## config.mk

```make
export PLATFORM = sky130hd
export DESIGN_NAME = cfgp_port
export DESIGN_NICKNAME = d
export VERILOG_FILES = /design/src/rtl/cfgp_pkg.sv /design/src/rtl/cfgp_addr_dec.sv /design/src/rtl/cfgp_unlock_fsm.sv /design/src/rtl/cfgp_regs.sv /design/src/rtl/cfgp_port.sv
export SDC_FILE = /design/constraint.sdc
export NUM_CORES = 1
export LEC_CHECK = 0
export ABC_CLOCK_PERIOD_IN_PS = 3700
export BUFFER_PORTS_ARGS = -buffer_cell sky130_fd_sc_hd__buf_2
export CAP_MARGIN = 20
export CORE_MARGIN = 3
export CORE_UTILIZATION = 45
export CTS_BUF_LIST = sky130_fd_sc_hd__clkbuf_4 sky130_fd_sc_hd__clkbuf_8
export CTS_CLUSTER_DIAMETER = 40
export DETAILED_ROUTE_END_ITERATION = 6
export PLACE_DENSITY_LB_ADDON = 0.08
export SYNTH_ARGS = -nofsm -noshare
export SYNTH_HDL_FRONTEND = slang
export SYNTH_SLANG_ARGS = --single-unit
export TNS_END_PERCENT = 50
```

## constraint.sdc

```tcl
create_clock -name clk -period 3.7 [get_ports clk]
set_clock_uncertainty 0.05 [all_clocks]
set_input_delay 0.555 -clock clk [delete_from_list [all_inputs] [get_ports clk]]
set_output_delay 0.555 -clock clk [all_outputs]
set_load 0.1 [all_outputs]
```

## src/rtl/cfgp_pkg.sv

```systemverilog
package cfgp_pkg;

    typedef enum logic [1:0] {
        ST_LOCKED = 2'd0,
        ST_KEY1   = 2'd1,
        ST_OPEN   = 2'd2
    } unlock_state_t;

    typedef struct packed {
        logic idx_wr;
        logic idx_rd;
        logic dat_wr;
        logic dat_rd;
    } port_access_t;

    localparam logic [7:0] KEY_BYTE      = 8'h87;
    localparam logic [7:0] EXIT_BYTE     = 8'hAA;
    localparam logic [7:0] IDX_DEVNUM    = 8'h07;
    localparam logic [7:0] IDX_IDENT     = 8'h20;
    localparam logic [7:0] IDX_BANK_BASE = 8'h30;
    localparam logic [7:0] LOCKED_READ   = 8'hFF;

endpackage

```

## src/rtl/cfgp_addr_dec.sv

```systemverilog
module cfgp_addr_dec
    import cfgp_pkg::*;
#(
    parameter int          ADDR_W = 16,
    parameter logic [15:0] BASE_A = 16'h002E,
    parameter logic [15:0] BASE_B = 16'h004E
) (
    input  logic              base_sel,
    input  logic [ADDR_W-1:0] host_addr,
    input  logic              host_wr,
    input  logic              host_rd,
    output port_access_t      acc
);
    localparam logic [ADDR_W-1:0] IDX_A = ADDR_W'(BASE_A);
    localparam logic [ADDR_W-1:0] IDX_B = ADDR_W'(BASE_B);

    logic [ADDR_W-1:0] idx_addr;
    logic [ADDR_W-1:0] dat_addr;
    logic              hit_idx;
    logic              hit_dat;
    logic              rd_only;

    always_comb begin
        idx_addr = base_sel ? IDX_B : IDX_A;
        dat_addr = idx_addr + ADDR_W'(1);
        hit_idx  = (host_addr == idx_addr);
        hit_dat  = (host_addr == dat_addr);
        // a write wins over a simultaneous read
        rd_only  = host_rd & ~host_wr;
        acc.idx_wr = hit_idx & host_wr;
        acc.dat_wr = hit_dat & host_wr;
        acc.idx_rd = hit_idx & rd_only;
        acc.dat_rd = hit_dat & rd_only;
    end
endmodule

```

## src/rtl/cfgp_unlock_fsm.sv

```systemverilog
module cfgp_unlock_fsm
    import cfgp_pkg::*;
(
    input  logic         clk,
    input  logic         rst_n,
    input  port_access_t acc,
    input  logic [7:0]   wdata,
    output logic         cfg_open
);
    unlock_state_t state_q;
    unlock_state_t state_d;
    logic          key_wr;
    logic          any_acc;

    always_comb begin
        key_wr  = acc.idx_wr && (wdata == KEY_BYTE);
        any_acc = acc.idx_wr | acc.idx_rd | acc.dat_wr | acc.dat_rd;
    end

    // next state
    always_comb begin
        state_d = state_q;
        unique case (state_q)
            ST_LOCKED: if (key_wr) state_d = ST_KEY1;
            ST_KEY1: begin
                if (key_wr)       state_d = ST_OPEN;
                else if (any_acc) state_d = ST_LOCKED;
            end
            ST_OPEN: if (acc.idx_wr && (wdata == EXIT_BYTE)) state_d = ST_LOCKED;
            default: state_d = ST_LOCKED;
        endcase
    end

    // state register
    always_ff @(posedge clk) begin
        if (!rst_n) state_q <= ST_LOCKED;
        else        state_q <= state_d;
    end

    // outputs
    always_comb begin
        cfg_open = (state_q == ST_OPEN);
    end

    // opening is always caused by a key write in the previous cycle
    assert_open_after_key_R2: assert property (@(posedge clk) disable iff (!rst_n)
        $rose(cfg_open) |-> $past(acc.idx_wr && (wdata == KEY_BYTE)));

    // a broken sequence falls back to fully locked
    assert_broken_key_relocks_R3: assert property (@(posedge clk) disable iff (!rst_n)
        (state_q == ST_KEY1 && (acc.dat_wr || acc.dat_rd || acc.idx_rd ||
         (acc.idx_wr && wdata != KEY_BYTE))) |=> (state_q == ST_LOCKED));

    // the exit byte closes the port
    assert_exit_closes_R4: assert property (@(posedge clk) disable iff (!rst_n)
        (cfg_open && acc.idx_wr && wdata == EXIT_BYTE) |=> !cfg_open);
endmodule

```

## src/rtl/cfgp_regs.sv

```systemverilog
module cfgp_regs
    import cfgp_pkg::*;
#(
    parameter int         NUM_DEV = 10,
    parameter logic [7:0] CHIP_ID = 8'hA3
) (
    input  logic                 clk,
    input  logic                 rst_n,
    input  port_access_t         acc,
    input  logic                 cfg_open,
    input  logic [7:0]           wdata,
    input  logic [NUM_DEV*8-1:0] dev_rdata,
    output logic [7:0]           host_rdata,
    output logic [NUM_DEV-1:0]   dev_sel,
    output logic [7:0]           dev_addr,
    output logic [7:0]           dev_wdata,
    output logic                 dev_we
);
    localparam logic [7:0] DEV_LIMIT = 8'(NUM_DEV);

    logic [7:0] idx_q;
    logic [7:0] devnum_q;
    logic       in_bank;
    logic       devnum_ok;
    logic [7:0] bank_rd;
    logic [7:0] rd_next;

    always_comb begin
        in_bank   = (idx_q >= IDX_BANK_BASE);
        devnum_ok = (devnum_q < DEV_LIMIT);
    end

    // index latch and device number register
    always_ff @(posedge clk) begin
        if (!rst_n) begin
            idx_q    <= 8'h00;
            devnum_q <= 8'h00;
        end else if (cfg_open) begin
            if (acc.idx_wr)
                idx_q <= wdata;
            if (acc.dat_wr && idx_q == IDX_DEVNUM)
                devnum_q <= wdata;
        end
    end

    // bank select, one line per device
    for (genvar g = 0; g < NUM_DEV; g++) begin : g_sel
        assign dev_sel[g] = cfg_open && in_bank && (devnum_q == 8'(g));
    end

    always_comb begin
        bank_rd = 8'h00;
        for (int i = 0; i < NUM_DEV; i++)
            bank_rd |= dev_rdata[i*8 +: 8] & {8{dev_sel[i]}};
    end

    always_comb begin
        dev_addr  = idx_q;
        dev_wdata = wdata;
        dev_we    = cfg_open && acc.dat_wr && in_bank && devnum_ok;
    end

    // read multiplexer
    always_comb begin
        if (!cfg_open)        rd_next = LOCKED_READ;
        else if (acc.idx_rd)  rd_next = idx_q;
        else if (in_bank)     rd_next = bank_rd;
        else if (idx_q == IDX_DEVNUM) rd_next = devnum_q;
        else if (idx_q == IDX_IDENT)  rd_next = CHIP_ID;
        else                  rd_next = 8'h00;
    end

    always_ff @(posedge clk) begin
        if (!rst_n)                      host_rdata <= 8'h00;
        else if (acc.idx_rd || acc.dat_rd) host_rdata <= rd_next;
    end

    // at most one device selected, exactly one on a device write
    assert_sel_onehot_R9: assert property (@(posedge clk) disable iff (!rst_n)
        $onehot0(dev_sel));
    assert_we_has_target_R9: assert property (@(posedge clk) disable iff (!rst_n)
        dev_we |-> ($countones(dev_sel) == 1));

    // locked reads return all ones
    assert_locked_read_ff_R5: assert property (@(posedge clk) disable iff (!rst_n)
        ((acc.dat_rd || acc.idx_rd) && !cfg_open) |=> (host_rdata == LOCKED_READ));

    // device number changes only by an open data write at its index
    assert_devnum_hold_R7: assert property (@(posedge clk) disable iff (!rst_n)
        !(cfg_open && acc.dat_wr && idx_q == IDX_DEVNUM) |=> $stable(devnum_q));

    // read data holds when no read strobe
    assert_rdata_hold_R11: assert property (@(posedge clk) disable iff (!rst_n)
        !(acc.idx_rd || acc.dat_rd) |=> $stable(host_rdata));
endmodule

```

## src/rtl/cfgp_port.sv

```systemverilog
module cfgp_port
    import cfgp_pkg::*;
#(
    parameter int          ADDR_W  = 16,
    parameter logic [15:0] BASE_A  = 16'h002E,
    parameter logic [15:0] BASE_B  = 16'h004E,
    parameter int          NUM_DEV = 10,
    parameter logic [7:0]  CHIP_ID = 8'hA3
) (
    input  logic                 clk,
    input  logic                 rst_n,
    input  logic                 base_sel,
    input  logic [ADDR_W-1:0]    host_addr,
    input  logic                 host_wr,
    input  logic                 host_rd,
    input  logic [7:0]           host_wdata,
    output logic [7:0]           host_rdata,
    output logic                 cfg_open,
    output logic [NUM_DEV-1:0]   dev_sel,
    output logic [7:0]           dev_addr,
    output logic [7:0]           dev_wdata,
    output logic                 dev_we,
    input  logic [NUM_DEV*8-1:0] dev_rdata
);
    port_access_t acc;

    cfgp_addr_dec #(
        .ADDR_W (ADDR_W),
        .BASE_A (BASE_A),
        .BASE_B (BASE_B)
    ) u_dec (
        .base_sel  (base_sel),
        .host_addr (host_addr),
        .host_wr   (host_wr),
        .host_rd   (host_rd),
        .acc       (acc)
    );

    cfgp_unlock_fsm u_fsm (
        .clk      (clk),
        .rst_n    (rst_n),
        .acc      (acc),
        .wdata    (host_wdata),
        .cfg_open (cfg_open)
    );

    cfgp_regs #(
        .NUM_DEV (NUM_DEV),
        .CHIP_ID (CHIP_ID)
    ) u_regs (
        .clk        (clk),
        .rst_n      (rst_n),
        .acc        (acc),
        .cfg_open   (cfg_open),
        .wdata      (host_wdata),
        .dev_rdata  (dev_rdata),
        .host_rdata (host_rdata),
        .dev_sel    (dev_sel),
        .dev_addr   (dev_addr),
        .dev_wdata  (dev_wdata),
        .dev_we     (dev_we)
    );

    // no device write while locked
    assert_locked_no_we_R5: assert property (@(posedge clk) disable iff (!rst_n)
        !cfg_open |-> !dev_we);
endmodule

```

# After elaboration in Yosys (flattened, before gate mapping)
# Index checks and enable logic that the tools add are counted.
[totals]
word_cells = 89
register_bits = 26
in_bits = 109
[classes]
mux = 11
n_reduce_logical = 23
order_cmp = 2
n_eq_ne = 20
bitwise_logic = 28
add_sub_neg = 1
[op_table]
columns = ["operator", "n"]
rows = [
  ["$and A8 B8 Y8", 10],
  ["$or A8 B8 Y8", 9],
  ["$eq A8 B3 Y1 const B", 5],
  ["$mux W8", 5],
  ["$eq A16 B16 Y1", 2],
  ["$logic_and A1 B1 Y1", 17],
  ["$add A16 B1 Y16 const B", 1],
  ["$eq A8 B2 Y1 const B", 2],
  ["$eq A8 B4 Y1 const B", 2],
  ["$eq A8 B8 Y1 const B", 2],
  ["$eq A8 B1 Y1 const B", 1],
  ["$eq A8 B6 Y1 const B", 1],
  ["$ge A8 B6 Y1 const B", 1],
  ["$logic_not A8 Y1", 1],
  ["$lt A8 B4 Y1 const B", 1],
  ["$mux W2", 4],
  ["$mux W7", 1],
  ["$pmux W2 S3", 1],
  ["$and A1 B1 Y1", 5],
  ["$reduce_and A2 Y1", 2],
  ["$ne A3 B1 Y1 const B", 1],
  ["$or A1 B1 Y1", 3],
  ["$reduce_and A3 Y1", 1],
  ["$eq A2 B1 Y1 const B", 1],
  ["6 further kinds", 6],
]

# Depth between registers and ports, before layout
[depth]
word_depth = 16
ltp_mapped = 9
mapped_depth_nobuf = 7

# Modules after synthesis
# Synthesis repeated with hierarchy kept, for this count alone.
[unflattened]
cells_unflattened = 315
area_unflattened_um2 = 2389.8
[by_module_without_submodules]
columns = ["module", "area_per_inst_um2", "seq_area_each_um2", "instances", "cells_each"]
rows = [
  ["cfgp_regs", 2129.5, 480.5, 1, 283],
  ["cfgp_unlock_fsm", 142.6, 40.0, 1, 16],
  ["cfgp_addr_dec", 117.6, 0.0, 1, 16],
]

# Worst setup path before layout
# Ideal clock, no wire load.
[synth_timing]
path_kind = "register -> output"
start = "register u_regs.idx_q[5] (netlist: u_regs.dev_addr[5])"
end = "output port dev_we"
path_buffers = 1
arrival_ps = 5106
setup_slack_ps = -2011
required_time_ps = 3095
path_stages_with_launch = 5
path_cell_list = "dfxtp_1 -> a211oi_1 -> buf_2 -> or3_1 -> nor4b_1"
[synth_between]
elab_chain_len = 3
[synth_lines]
columns = ["element", "line", "source"]
rows = [
  ["start, declared", "cfgp_regs.sv:21", "logic [7:0] idx_q;"],
  ["start signal, assigned", "cfgp_regs.sv:40", "idx_q <= wdata;"],
  ["$ge A8 B6 Y1", "cfgp_regs.sv:29", "in_bank = (idx_q >= IDX_BANK_BASE);"],
  ["$logic_and A1 B1 Y1 (2 in a row)", "cfgp_regs.sv:60", "dev_we = cfg_open && acc.dat_wr && in_bank && devnum_ok;"],
  ["end, declared", "cfgp_port.sv:22", "output logic dev_we,"],
]
# No other way between the ends.

# Worst setup path after layout
[layout_timing]
start = "register u_regs.devnum_q[4]"
end = "output port dev_sel[5]"
[layout_between]
elab_chain_len = 2
[layout_lines]
columns = ["element", "line", "source"]
rows = [
  ["start, declared", "cfgp_regs.sv:22", "logic [7:0] devnum_q;"],
  ["start signal, assigned", "cfgp_regs.sv:42", "devnum_q <= wdata;"],
  ["$eq A8 B3 Y1", "cfgp_regs.sv:48", "assign dev_sel[g] = cfg_open && in_bank && (devnum_q == 8'(g));"],
  ["$logic_and A1 B1 Y1", "cfgp_regs.sv:48", ""],
  ["end, declared", "cfgp_port.sv:19", "output logic [NUM_DEV-1:0] dev_sel,"],
]
# No other way between the ends.

==> out/qor.yml <==
worst_setup_path:
  path_cells: "or4_4, or3_1, nor4bb_4, buf_2"
  cp_max_fo: 10
  worst_path_dominant_cell_family: "simple AND/OR/NAND/NOR gates"
  cp_num_buf_inv: 1
  cp_data_arrival_time_ps: 2570
  rrSetupSlack_ps: 1090
  critical_path_class: "register to primary output"
  slowest_stage: "or4_4"
  crit_required_ps: 3090
  critPathCaptureType: "primary output"
  cpPeakStageDelay_ps: 670
  start_kind: "register"
power_and_ir_drop:
  pwr_density_cell_nw_per_um2: 183
  power.leakage_uw: 0.00134
  peakVddDrop_v: 0.000214
floorplanning:
  die_h_um: 78.3
  io_pins: 145
  coreArea_um2: 4880
  start_util_pct: 48.2
  die_w_um: 78.3
  dieArea_um2: 6120
  rows: 25
sta:
  worstMarginPinSlew_ps: 1010
  final_hold_viol_count: 0
  min_period_ps: 3170
  period_share_pct: 85.8
  holdWs_ps: 453
  setup-violations-final: 0
  slew_headroom_pct: 31.7
  rsz0062_at_grt: "false"
  fmax_ghz: 0.315
  slew_violations: 0
grt:
  use_met2_pct: 44.2
  grtUsageMet3_pct: 4.82
  grt_pass1_vias: 2706
  grt_pass1_wl_um: 13300
  grt_use_total_pct: 26.4
  grt_max_degree: 28
  grt_overflow: 0
  antenna_found_initial: 0
  use_met1_pct: 36.3
  busiest_layer: "met2"
synthesis:
  yosysSeqAreaShare_pct: 22.2
  synth_top_cell_area_share_pct: 22.2
  syn_area_um2: 2350
  yosys_most_used_dff: "dfxtp_1"
  syn-num-nets: 404
  yosysWarnings: 0
  synth_top_family_by_area: "simple AND/OR/NAND/NOR gates"
  synthSimpleGateAreaFrac_pct: 33.4
  muxShareOfSynthArea_pct: 12.5
  yosysUniqueCellTypes: 63
  synth_xor_area_share_pct: 0
  synth_compound_area_share_pct: 24.7
  synth_area_leaders: "dfxtp_1, mux2i_1, nor2b_1"
  yosysTopAreaCell: "dfxtp_1"
  avgSynthCellArea_um2: 7.97
  ys_ff_latch: 26
  synth_fa_ha_area_share_pct: 0
  synthArstFlopShare_pct: 0
  synthCells: 295
  synth-edff-count: 0
clock_network:
  clk_latency_ps: 270
  cts_setup_buffers: 0
  htree_levels: 1
  cts_buffers: 3
  clockBufferDepth: 2
  path_clk_slew_ps: 90
  hold_buffers: 0
  ctsResizeCount: 0
  cts_num_sinks: 26
  tritoncts: "built"
  root_buffer: "clkbuf_8"
min_path:
  hp-class: "register to register"
routing:
  drcViolationCount: 0
  ant_nets: 0
  routed_via_density: 6.08
  drt_iter0_drc: 327
  vias: 2972
  routed_wl_um: 8640
  wl_per_cell_um: 17.7
  firstDrtPassIters: 5
final_layout:
  utilization_pct: 64.2
  area_growth_pct: 33.2
  fillers: 460
  multi_input_area_um2: 1690
  fin_nets: 533
  drive_above_1_share_pct: 41.7
  final-seq-area_um2: 523
  antenna_cells: 0
  instances_no_fill: 489
run:
  cap_violations: 0
placement:
  placed_cells_incl_taps: 486
  place_congestion: 0.899
  hpwlAfterDp_um: 6780
  io_buffers: 144
outcome:
  outcome: "complete, no violations"
-- routing by layer --
metal / share of wire, % / wire length, µm
met1: 42 / 3610
met2: 47 / 4090
met3: 10 / 871
met4: 0.76 / 66
met5: 0 / 0
-- state kept, by name, indices dropped and copies added, names as in the netlist --
register and flops:
u_fsm.state_q 2, u_regs.devnum_q 8, u_regs.host_rdata 8, u_regs.dev_addr 8
-- worst paths after layout --
path                         from                   end  cells past startpoint
max reg2reg    u_regs.devnum_q[1]  u_regs.host_rdata[6]                      6
min reg2reg  u_regs.host_rdata[1]  u_regs.host_rdata[1]                      2
min          u_regs.host_rdata[1]  u_regs.host_rdata[1]                      2
max            u_regs.devnum_q[4]            dev_sel[5]                      4
-- where the power goes --
part	switching (µW)	internal, µW	leakage [µW]
Sequential	0.000863	280	0.000210
Combinational	72.3	54.9	0.00110
Clock	91.8	73.2	0.0000216
Total	164	408	0.00134
-- cells by family (layout without fill, tap and decap cells) --
logic type / after synthesis / count (layout)
buf+inv: 33 / 160
simple gates: 125 / 125
mux: 29 / 29
flops: 26 / 26
compound gates: 82 / 82
-- worst register-to-register path, stage by stage, from the launching register on --
cell and delay [ps]:
dfxtp_1 770, or4bb_1 570, nor3_4 350, a221oi_1 140, o221a_2 150, a221o_1 330
a31oi_1 170
-- area by class of cell --
cell class	count	share of cell area (%)
multi-input cells	236	54.0
repair buffers	150	24.5
flip-flops and latches	26	16.7
well taps	67	2.68
clock buffers	3	1.32
inverters	7	0.839
-- per-stage QoR --
step	setup WS (ps)	cell area (µm²)	power [µW]	TNS [ps]
floorplan	-584	2380	349	-1180
global placement	822	3090	412	0
detailed placement	747	3090	413	0
CTS	532	3130	572	0
global route	414	3130	594	0
finish	527	3130	572	0
-- cells in the final DEF, fill, tap and decap left out, types with 4 or more instances in the layout --
master / instances
or3_1: 8
nor2b_1: 20
dfxtp_1: 24
buf_2: 144
nand3_1: 11
o21ai_0: 15
inv_1: 5
nand2_1: 16
nand4_1: 7
a22o_1: 4
nor3_1: 6
nor2_1: 23
o22ai_1: 8
a22oi_1: 4
a21oi_1: 15
buf_4: 6
a31oi_1: 4
mux2i_1: 26
a221oi_1: 4
-- synth_stat cells (all sizes together) (2+ instances only) --
cell type	number
o311ai	2
o41ai	2
mux2	3
nor4	6
o31ai	2
o21ai	15
a22o	4
a32o	2
clkbuf	10
nor4b	2
or4bb	2
a211oi	4
nand4	7
a22oi	4
nor2b	20
nand2b	2
a221oi	4
a222oi	2
nor3	11
a221o	2
nor2	23
nor3b	4
and2	2
or4	2
inv	6
nand2	16
a31oi	4
o22ai	8
mux2i	26
nand3	11
a211o	2
buf	16
or3	8
or4b	2
a21oi	15
a32oi	3
dfxtp	26
Power figures use the tool's default switching activity.
